$ cat src/rtl/csru_pkg.sv
// Package: shared types and constants of the control/status register unit.
// Assumes a 32-bit instruction encoding with the standard field layout.
package csru_pkg;
    localparam logic [6:0] SYS_OPCODE = 7'b1110011;
    localparam int ADDR_W = 12;
    localparam int IDX_W  = 5;

    typedef enum logic [1:0] {
        OP_NONE = 2'b00,
        OP_SWAP = 2'b01,
        OP_SET  = 2'b10,
        OP_CLR  = 2'b11
    } csr_op_e;

    typedef struct packed {
        logic              hit;
        csr_op_e           op;
        logic              use_imm;
        logic [ADDR_W-1:0] addr;
        logic [IDX_W-1:0]  src;
        logic [IDX_W-1:0]  dst;
    } csr_dec_t;
endpackage

$ cat src/rtl/csru_decode.sv
// Module: splits an instruction word into the fields of a register access.
// Assumes: purely combinational; hit is low for any word outside the six forms.
module csru_decode
    import csru_pkg::*;
(
    input  logic        valid_i,
    input  logic [31:0] instr_i,
    output csr_dec_t    dec_o
);
    logic [2:0] fn;
    assign fn = instr_i[14:12];

    // Field extraction and operation selection.
    always_comb begin
        dec_o.hit     = valid_i && (instr_i[6:0] == SYS_OPCODE) && (fn[1:0] != 2'b00);
        dec_o.op      = csr_op_e'(fn[1:0]);
        dec_o.use_imm = fn[2];
        dec_o.addr    = instr_i[31:20];
        dec_o.src     = instr_i[19:15];
        dec_o.dst     = instr_i[11:7];
    end
endmodule

$ cat src/rtl/csru_file.sv
// Module: machine-mode register file with combinational read and one write port.
// Assumes: the caller writes only legal, writable addresses; 0x301 and 0xF11-0xF14
// are constants, and every other implemented address is a plain register.
module csru_file
    import csru_pkg::*;
#(
    parameter int               XLEN     = 64,
    parameter logic [XLEN-1:0]  ID_CONST = '0
) (
    input  logic              clk,
    input  logic              rst_n,
    input  logic [ADDR_W-1:0] addr_i,
    output logic [XLEN-1:0]   rdata_o,
    output logic              impl_o,
    input  logic              we_i,
    input  logic [XLEN-1:0]   wdata_i
);
    localparam int N_LOW   = 6;  // 0x300, 0x302..0x306
    localparam int N_TRAP  = 5;  // 0x340..0x344
    localparam int N_SLOT  = N_LOW + N_TRAP;
    localparam logic [ADDR_W-1:0] ID_ADDR = 12'h301;
    localparam logic [ADDR_W-1:0] RO_LO   = 12'hF11;
    localparam logic [ADDR_W-1:0] RO_HI   = 12'hF14;

    function automatic logic [ADDR_W-1:0] slot_addr(input int i);
        if (i == 0)         return 12'h300;
        else if (i < N_LOW) return ADDR_W'(12'h301 + i);
        else                return ADDR_W'(12'h340 + (i - N_LOW));
    endfunction

    logic [XLEN-1:0] slot_q [N_SLOT];
    logic [N_SLOT-1:0] slot_sel;

    for (genvar g = 0; g < N_SLOT; g++) begin : g_slot
        assign slot_sel[g] = (addr_i == slot_addr(g));

        // Storage of one writable register.
        always_ff @(posedge clk) begin
            if (!rst_n)                  slot_q[g] <= '0;
            else if (we_i && slot_sel[g]) slot_q[g] <= wdata_i;
        end

        a_r8_slot_hold: assert property (@(posedge clk) disable iff (!rst_n)
            !(we_i && slot_sel[g]) |=> $stable(slot_q[g]))
            else $error("slot changed without a write");
    end

    // Read multiplexer and implemented-address decision.
    always_comb begin
        rdata_o = '0;
        impl_o  = (addr_i == ID_ADDR) || (addr_i >= RO_LO && addr_i <= RO_HI);
        if (addr_i == ID_ADDR) rdata_o = ID_CONST;
        for (int i = 0; i < N_SLOT; i++) begin
            if (slot_sel[i]) begin
                rdata_o = rdata_o | slot_q[i];
                impl_o  = 1'b1;
            end
        end
    end

    a_r4_one_slot: assert property (@(posedge clk) disable iff (!rst_n)
        $onehot0(slot_sel))
        else $error("address selects more than one slot");
endmodule

$ cat src/rtl/csr_exec_unit.sv
// Module: executes register-access instructions against csru_file and registers
// the write-back, illegal and strobe outputs one cycle after valid_i.
// Assumes: rs1_val_i is the source register value for the presented word.
module csr_exec_unit
    import csru_pkg::*;
#(
    parameter int              XLEN     = 64,
    parameter logic [XLEN-1:0] ID_CONST = 64'h8000_0000_0014_1101
) (
    input  logic             clk,
    input  logic             rst_n,
    input  logic             valid_i,
    input  logic [31:0]      instr_i,
    input  logic [XLEN-1:0]  rs1_val_i,
    output logic             rd_we_o,
    output logic [IDX_W-1:0] rd_idx_o,
    output logic [XLEN-1:0]  rd_data_o,
    output logic             illegal_o,
    output logic             csr_rd_o,
    output logic             csr_wr_o
);
    csr_dec_t        dec;
    logic [XLEN-1:0] old_val, operand, new_val;
    logic            impl, writes, read_only, legal, file_we, skip_read;

    csru_decode u_dec (
        .valid_i (valid_i),
        .instr_i (instr_i),
        .dec_o   (dec)
    );

    csru_file #(.XLEN(XLEN), .ID_CONST(ID_CONST)) u_file (
        .clk     (clk),
        .rst_n   (rst_n),
        .addr_i  (dec.addr),
        .rdata_o (old_val),
        .impl_o  (impl),
        .we_i    (file_we),
        .wdata_i (new_val)
    );

    // Operand choice, write decision, legality and replacement value.
    always_comb begin
        operand   = dec.use_imm ? {{(XLEN-IDX_W){1'b0}}, dec.src} : rs1_val_i;
        writes    = (dec.op == OP_SWAP) || (dec.src != '0);
        read_only = (dec.addr[11:10] == 2'b11);
        legal     = impl && !(read_only && writes);
        file_we   = dec.hit && legal && writes;
        skip_read = (dec.op == OP_SWAP) && (dec.dst == '0);
        case (dec.op)
            OP_SET:  new_val = old_val | operand;
            OP_CLR:  new_val = old_val & ~operand;
            default: new_val = operand;
        endcase
    end

    // Output registers, loaded one cycle after the accepted word.
    always_ff @(posedge clk) begin
        if (!rst_n) begin
            rd_we_o   <= 1'b0;
            rd_idx_o  <= '0;
            rd_data_o <= '0;
            illegal_o <= 1'b0;
            csr_rd_o  <= 1'b0;
            csr_wr_o  <= 1'b0;
        end else begin
            rd_we_o   <= dec.hit && legal && (dec.dst != '0);
            rd_idx_o  <= dec.hit ? dec.dst : '0;
            rd_data_o <= (dec.hit && legal) ? old_val : '0;
            illegal_o <= dec.hit && !legal;
            csr_rd_o  <= dec.hit && legal && !skip_read;
            csr_wr_o  <= file_we;
        end
    end

    a_r8_illegal_quiet: assert property (@(posedge clk) disable iff (!rst_n)
        illegal_o |-> !rd_we_o && !csr_wr_o && !csr_rd_o)
        else $error("illegal access produced a side effect");

    a_r7_no_x0_write: assert property (@(posedge clk) disable iff (!rst_n)
        rd_we_o |-> rd_idx_o != '0)
        else $error("write-back to index zero");

    a_r11_idle_quiet: assert property (@(posedge clk) disable iff (!rst_n)
        !valid_i |=> !rd_we_o && !csr_rd_o && !csr_wr_o && !illegal_o)
        else $error("output without an accepted word");

    a_r5_ro_no_write: assert property (@(posedge clk) disable iff (!rst_n)
        (valid_i && dec.hit && dec.addr[11:10] == 2'b11 && writes) |=> illegal_o && !csr_wr_o)
        else $error("write to read-only address accepted");
endmodule

$ cat config.mk
export PLATFORM = sky130hd
export DESIGN_NAME = csr_exec_unit
export DESIGN_NICKNAME = d
export VERILOG_FILES = /design/src/rtl/csru_pkg.sv /design/src/rtl/csru_decode.sv /design/src/rtl/csru_file.sv /design/src/rtl/csr_exec_unit.sv
export SDC_FILE = /design/constraint.sdc
export NUM_CORES = 1
export LEC_CHECK = 0
export BUFFER_PORTS_ARGS = -buffer_cell sky130_fd_sc_hd__buf_2
export CAP_MARGIN = 10
export CORE_MARGIN = 2
export CORE_UTILIZATION = 46
export DETAILED_ROUTE_END_ITERATION = 16
export MAX_ROUTING_LAYER = met4
export SYNTH_ARGS = -nofsm -noshare
export SYNTH_HDL_FRONTEND = slang
export SYNTH_HIERARCHICAL = 1
export SYNTH_SLANG_ARGS = --single-unit
$ cat constraint.sdc
create_clock -name clk -period 26.1 [get_ports clk]
set_input_delay 2.61 -clock clk [delete_from_list [all_inputs] [get_ports clk]]
set_output_delay 2.61 -clock clk [all_outputs]
set_load 0.03 [all_outputs]
==> summary.md <==
| Metric | Value |
|---|---|
| R2R Path End | u_file/slot_q[4][30] |
| CTS HTree Levels | 3 |
| Required time of the critical path | 26590 ps |
| Root buf cell | clkbuf_16 |
| Final setup TNS | 0 ps |
| Fin. max-slew vios | 0 |
| R2r setup slk | 23150 ps |
| Largest net degree at the start of global routing | 102 |
| Most frequent cells after synthesis | 711 x and2_1, 704 x edfxtp_1, 212 x clkbuf_1 |
| Dpl cells | 3930 |
| Initial antenna violation count | 10 |
| Synth Area in Simple Gates | 0.188 |
| Post-synthesis xor/xnor area fraction | 0 |
| RSZ-0062 raised after global routing | false |
| Unique masters post-synth | 78 |
| Top cell type's share of synthesized area | 0.575 |
| Multiplexer area fraction after synthesis | 0.0378 |
| P per Cell Area | 67.7 nW/µm² |
| Slowest cell delay on critical path | 1220 ps |
| Skew-Pair Late Insertion Delay | 640 ps |
| Die H | 287 µm |
| Crit path top cell by count | buf_4 |
| Hold Vio Cnt, Final | 0 |
| Peak Freq | 116 MHz |
| IO Count | 172 |
| Worst-path fanout max | 51 |
| Final worst-path cycle share | 0.329 |
| Hpwl dp | 69000 µm |
| Cell taking the most area after synthesis | edfxtp_1 |
| Cell Chain, Critical Path | buf_4 > buf_4 > or4b_2 > o21ai_0 > o2111ai_1 > o211ai_1 > a21boi_0 > and3_1 > nand3_1 > nor3_4 > buf_4 > and2_1 |
| Largest cells by area after synthesis | edfxtp_1 58%, and2_1 12%, dfxtp_1 4.0% |
| Final setup viols | 0 |
| Leakage | 15.1 nW |
| Synth Area in Adders | 0 |
| PortBufs | 171 |
| Worst-Margin Slew | 1250 ps |
| Primary FF master, synth | edfxtp_1 |
| Die ar. | 82200 µm² |
| Peak supply drop | 0.0470 mV |
| Cts repair resizes | 0 |
| Via count | 25800 |
| Post-synth EDFFs | 704 |
| Synth async-reset ratio | 0 |
| Post-CTS Setup Bufs | 0 |
| Fin crit period | 8590 ps |
| Drt pass-1 iters | 7 |
| Synth-to-Final Area Change | 12.2% |
| Hold path start | u_file/slot_q[4][13] |
| Nets | 3084 |
| Die X | 287 µm |
| Top-count cell post-synth | and2_1 |
| Cells after Synth | 2954 |
| Number of synthesized register bits | 777 |
| Clk slew on worst S/H paths | 60 ps |
| Min-Delay Path Class | reg2reg |
| Synth warn | 6 |
| Critical Path Sink Type | flop |
| Worst endpoint data arrival time | 9080 ps |
| Drt total wl | 128000 µm |
| Vias in the first global route | 25200 |
| Overall power | 2.79 mW |
| Worst path slowest cell | nor3_4 |
| Placed Area | 38400 µm² |
| CTS tree | yes |
| Hold WS | 653 ps |
| Relative slew slack | 0.162 |
| Clock Path Buffers | 3 |
| Via density | 6.27 |
| Max cap viols | 0 |
| Clk_skew | 16.3 ps |
| Routability cong. | 0.859 |
| Non-filler cells, final | 4112 |
| CTS sink cnt | 777 |
| FF-to-FF Start | u_file/slot_q[0][30] |
| Netlist Area Pre-Place | 36800 µm² |
| Core region area | 79000 µm² |
| Status | finished clean |
| Compound-Gate Fraction of Synth Area | 0.113 |
| Site row count | 103 |
| Crit path kind | in2reg |
| R2R depth | 7 |
| Overall Global Routing Usage | 0.317 |
| Starting density of the core | 0.465 |
| Total gr overflow | 0 |
| Num CTS Buffers | 85 |
| Largest family of logic cells by synthesized area | simple AND/OR/NAND/NOR gates |
| WHS Path Cells | 2 |
| Syn nets | 3053 |
| Startpoint class of the critical path | primary input |
| Hold Path Sink | rd_data_o[13] |
| Seq/Total Area, Yosys | 0.615 |
| Cts hold-fix bufs | 0 |
| Final ANT Viol Nets | 0 |
| Design area | 41300 µm² |
| Residual DRC | 0 |
| WL per Instance | 31.1 µm |
| Share of cells above drive strength 1 | 0.156 |
| Avg Inst Size Synth | 12.4 µm² |
| First-pass GRT wire length | 181000 µm |
| 1st-iter DRT viols | 3373 |
## report_power, final
part | internal (mW) | switching [mW]
logic | 0.0469 | 0.131
registers | 1.41 | 0.0159
clock network | 0.694 | 0.494
total | 2.15 | 0.641
## critical path, delay by kind of cell
family                 cells  cell delay [ps]
buffers and inverters      3             1800
AOI/OAI and AO/OA          4             1120
and+or+nand+nor            5             3470
## area by class of cell
| cell class | count | area (µm²) |
|---|---|---|
| Fill cell | 6751 | 37700 |
| Sequential cell | 777 | 22600 |
| Multi-Input combinational cell | 1786 | 12700 |
| Clock buffer | 118 | 2420 |
| Timing Repair Buffer | 273 | 1620 |
| Tap cell | 1050 | 1310 |
| Clock inverter | 35 | 294 |
| Inverter | 62 | 233 |
| Antenna cell | 11 | 27.5 |
## metal layers
layer	global-route usage	part of all wire
met2	0.487	0.46
met1	0.419	0.40
met5	-	0
met3	0.0629	0.11
met4	0.114	0.035
## worst max-delay path by stage
| stage | startpoint | endpoint | slack, ps |
|---|---|---|---|
| floorplan | instr_i[26] | u_file/slot_q[10][0] | 16010 |
| global placement | instr_i[22] | u_file/slot_q[9][25] | 17190 |
| detailed placement | instr_i[22] | u_file/slot_q[9][33] | 17050 |
| CTS | instr_i[22] | u_file/slot_q[9][57] | 17720 |
| global route | instr_i[22] | u_file/slot_q[9][40] | 17340 |
| finish | instr_i[22] | u_file/slot_q[9][33] | 17510 |
## cells by family (layout without fill, tap and decap cells)
logic type / Yosys count / in the layout
compound gates: 561 / 561
other cells: 0 / 11
flops: 777 / 777
simple gates: 1093 / 1093
buf+inv: 391 / 488
mux: 132 / 132
## per-stage QoR
| step | worst slack, ps | util |
|---|---|---|
| after floorplan | 16010 | - |
| after global placement | 17190 | 0.486 |
| after detailed placement | 17050 | 0.486 |
| after CTS | 17720 | 0.520 |
| after global routing | 17340 | 0.522 |
| final | 17510 | 0.522 |
## cells in the final DEF, fill, tap and decap left out, drive strengths merged, types with 28 or more instances in the layout
cell type,netlist,final
buf,108,266
nand2,41,41
o211ai,78,78
a22o,69,69
a22oi,62,62
nor2,38,38
nand3,29,29
o21ai,70,70
nand3b,65,65
clkinv,2,29
a21oi,48,48
inv,60,61
and3,81,81
nor3,44,44
mux2i,113,113
edfxtp,704,704
and2,713,713
clkbuf,221,125
o31ai,60,60
dfxtp,73,73
a211oi,28,28
## sequential cells by signal (all words and copies together), names as in the netlist
name	flops
u_file/slot_q	704
rd_data_o	64
rd_idx_o	5
csr_rd_o	1
csr_wr_o	1
illegal_o	1
rd_we_o	1
(Power assumes the default switching activity.)
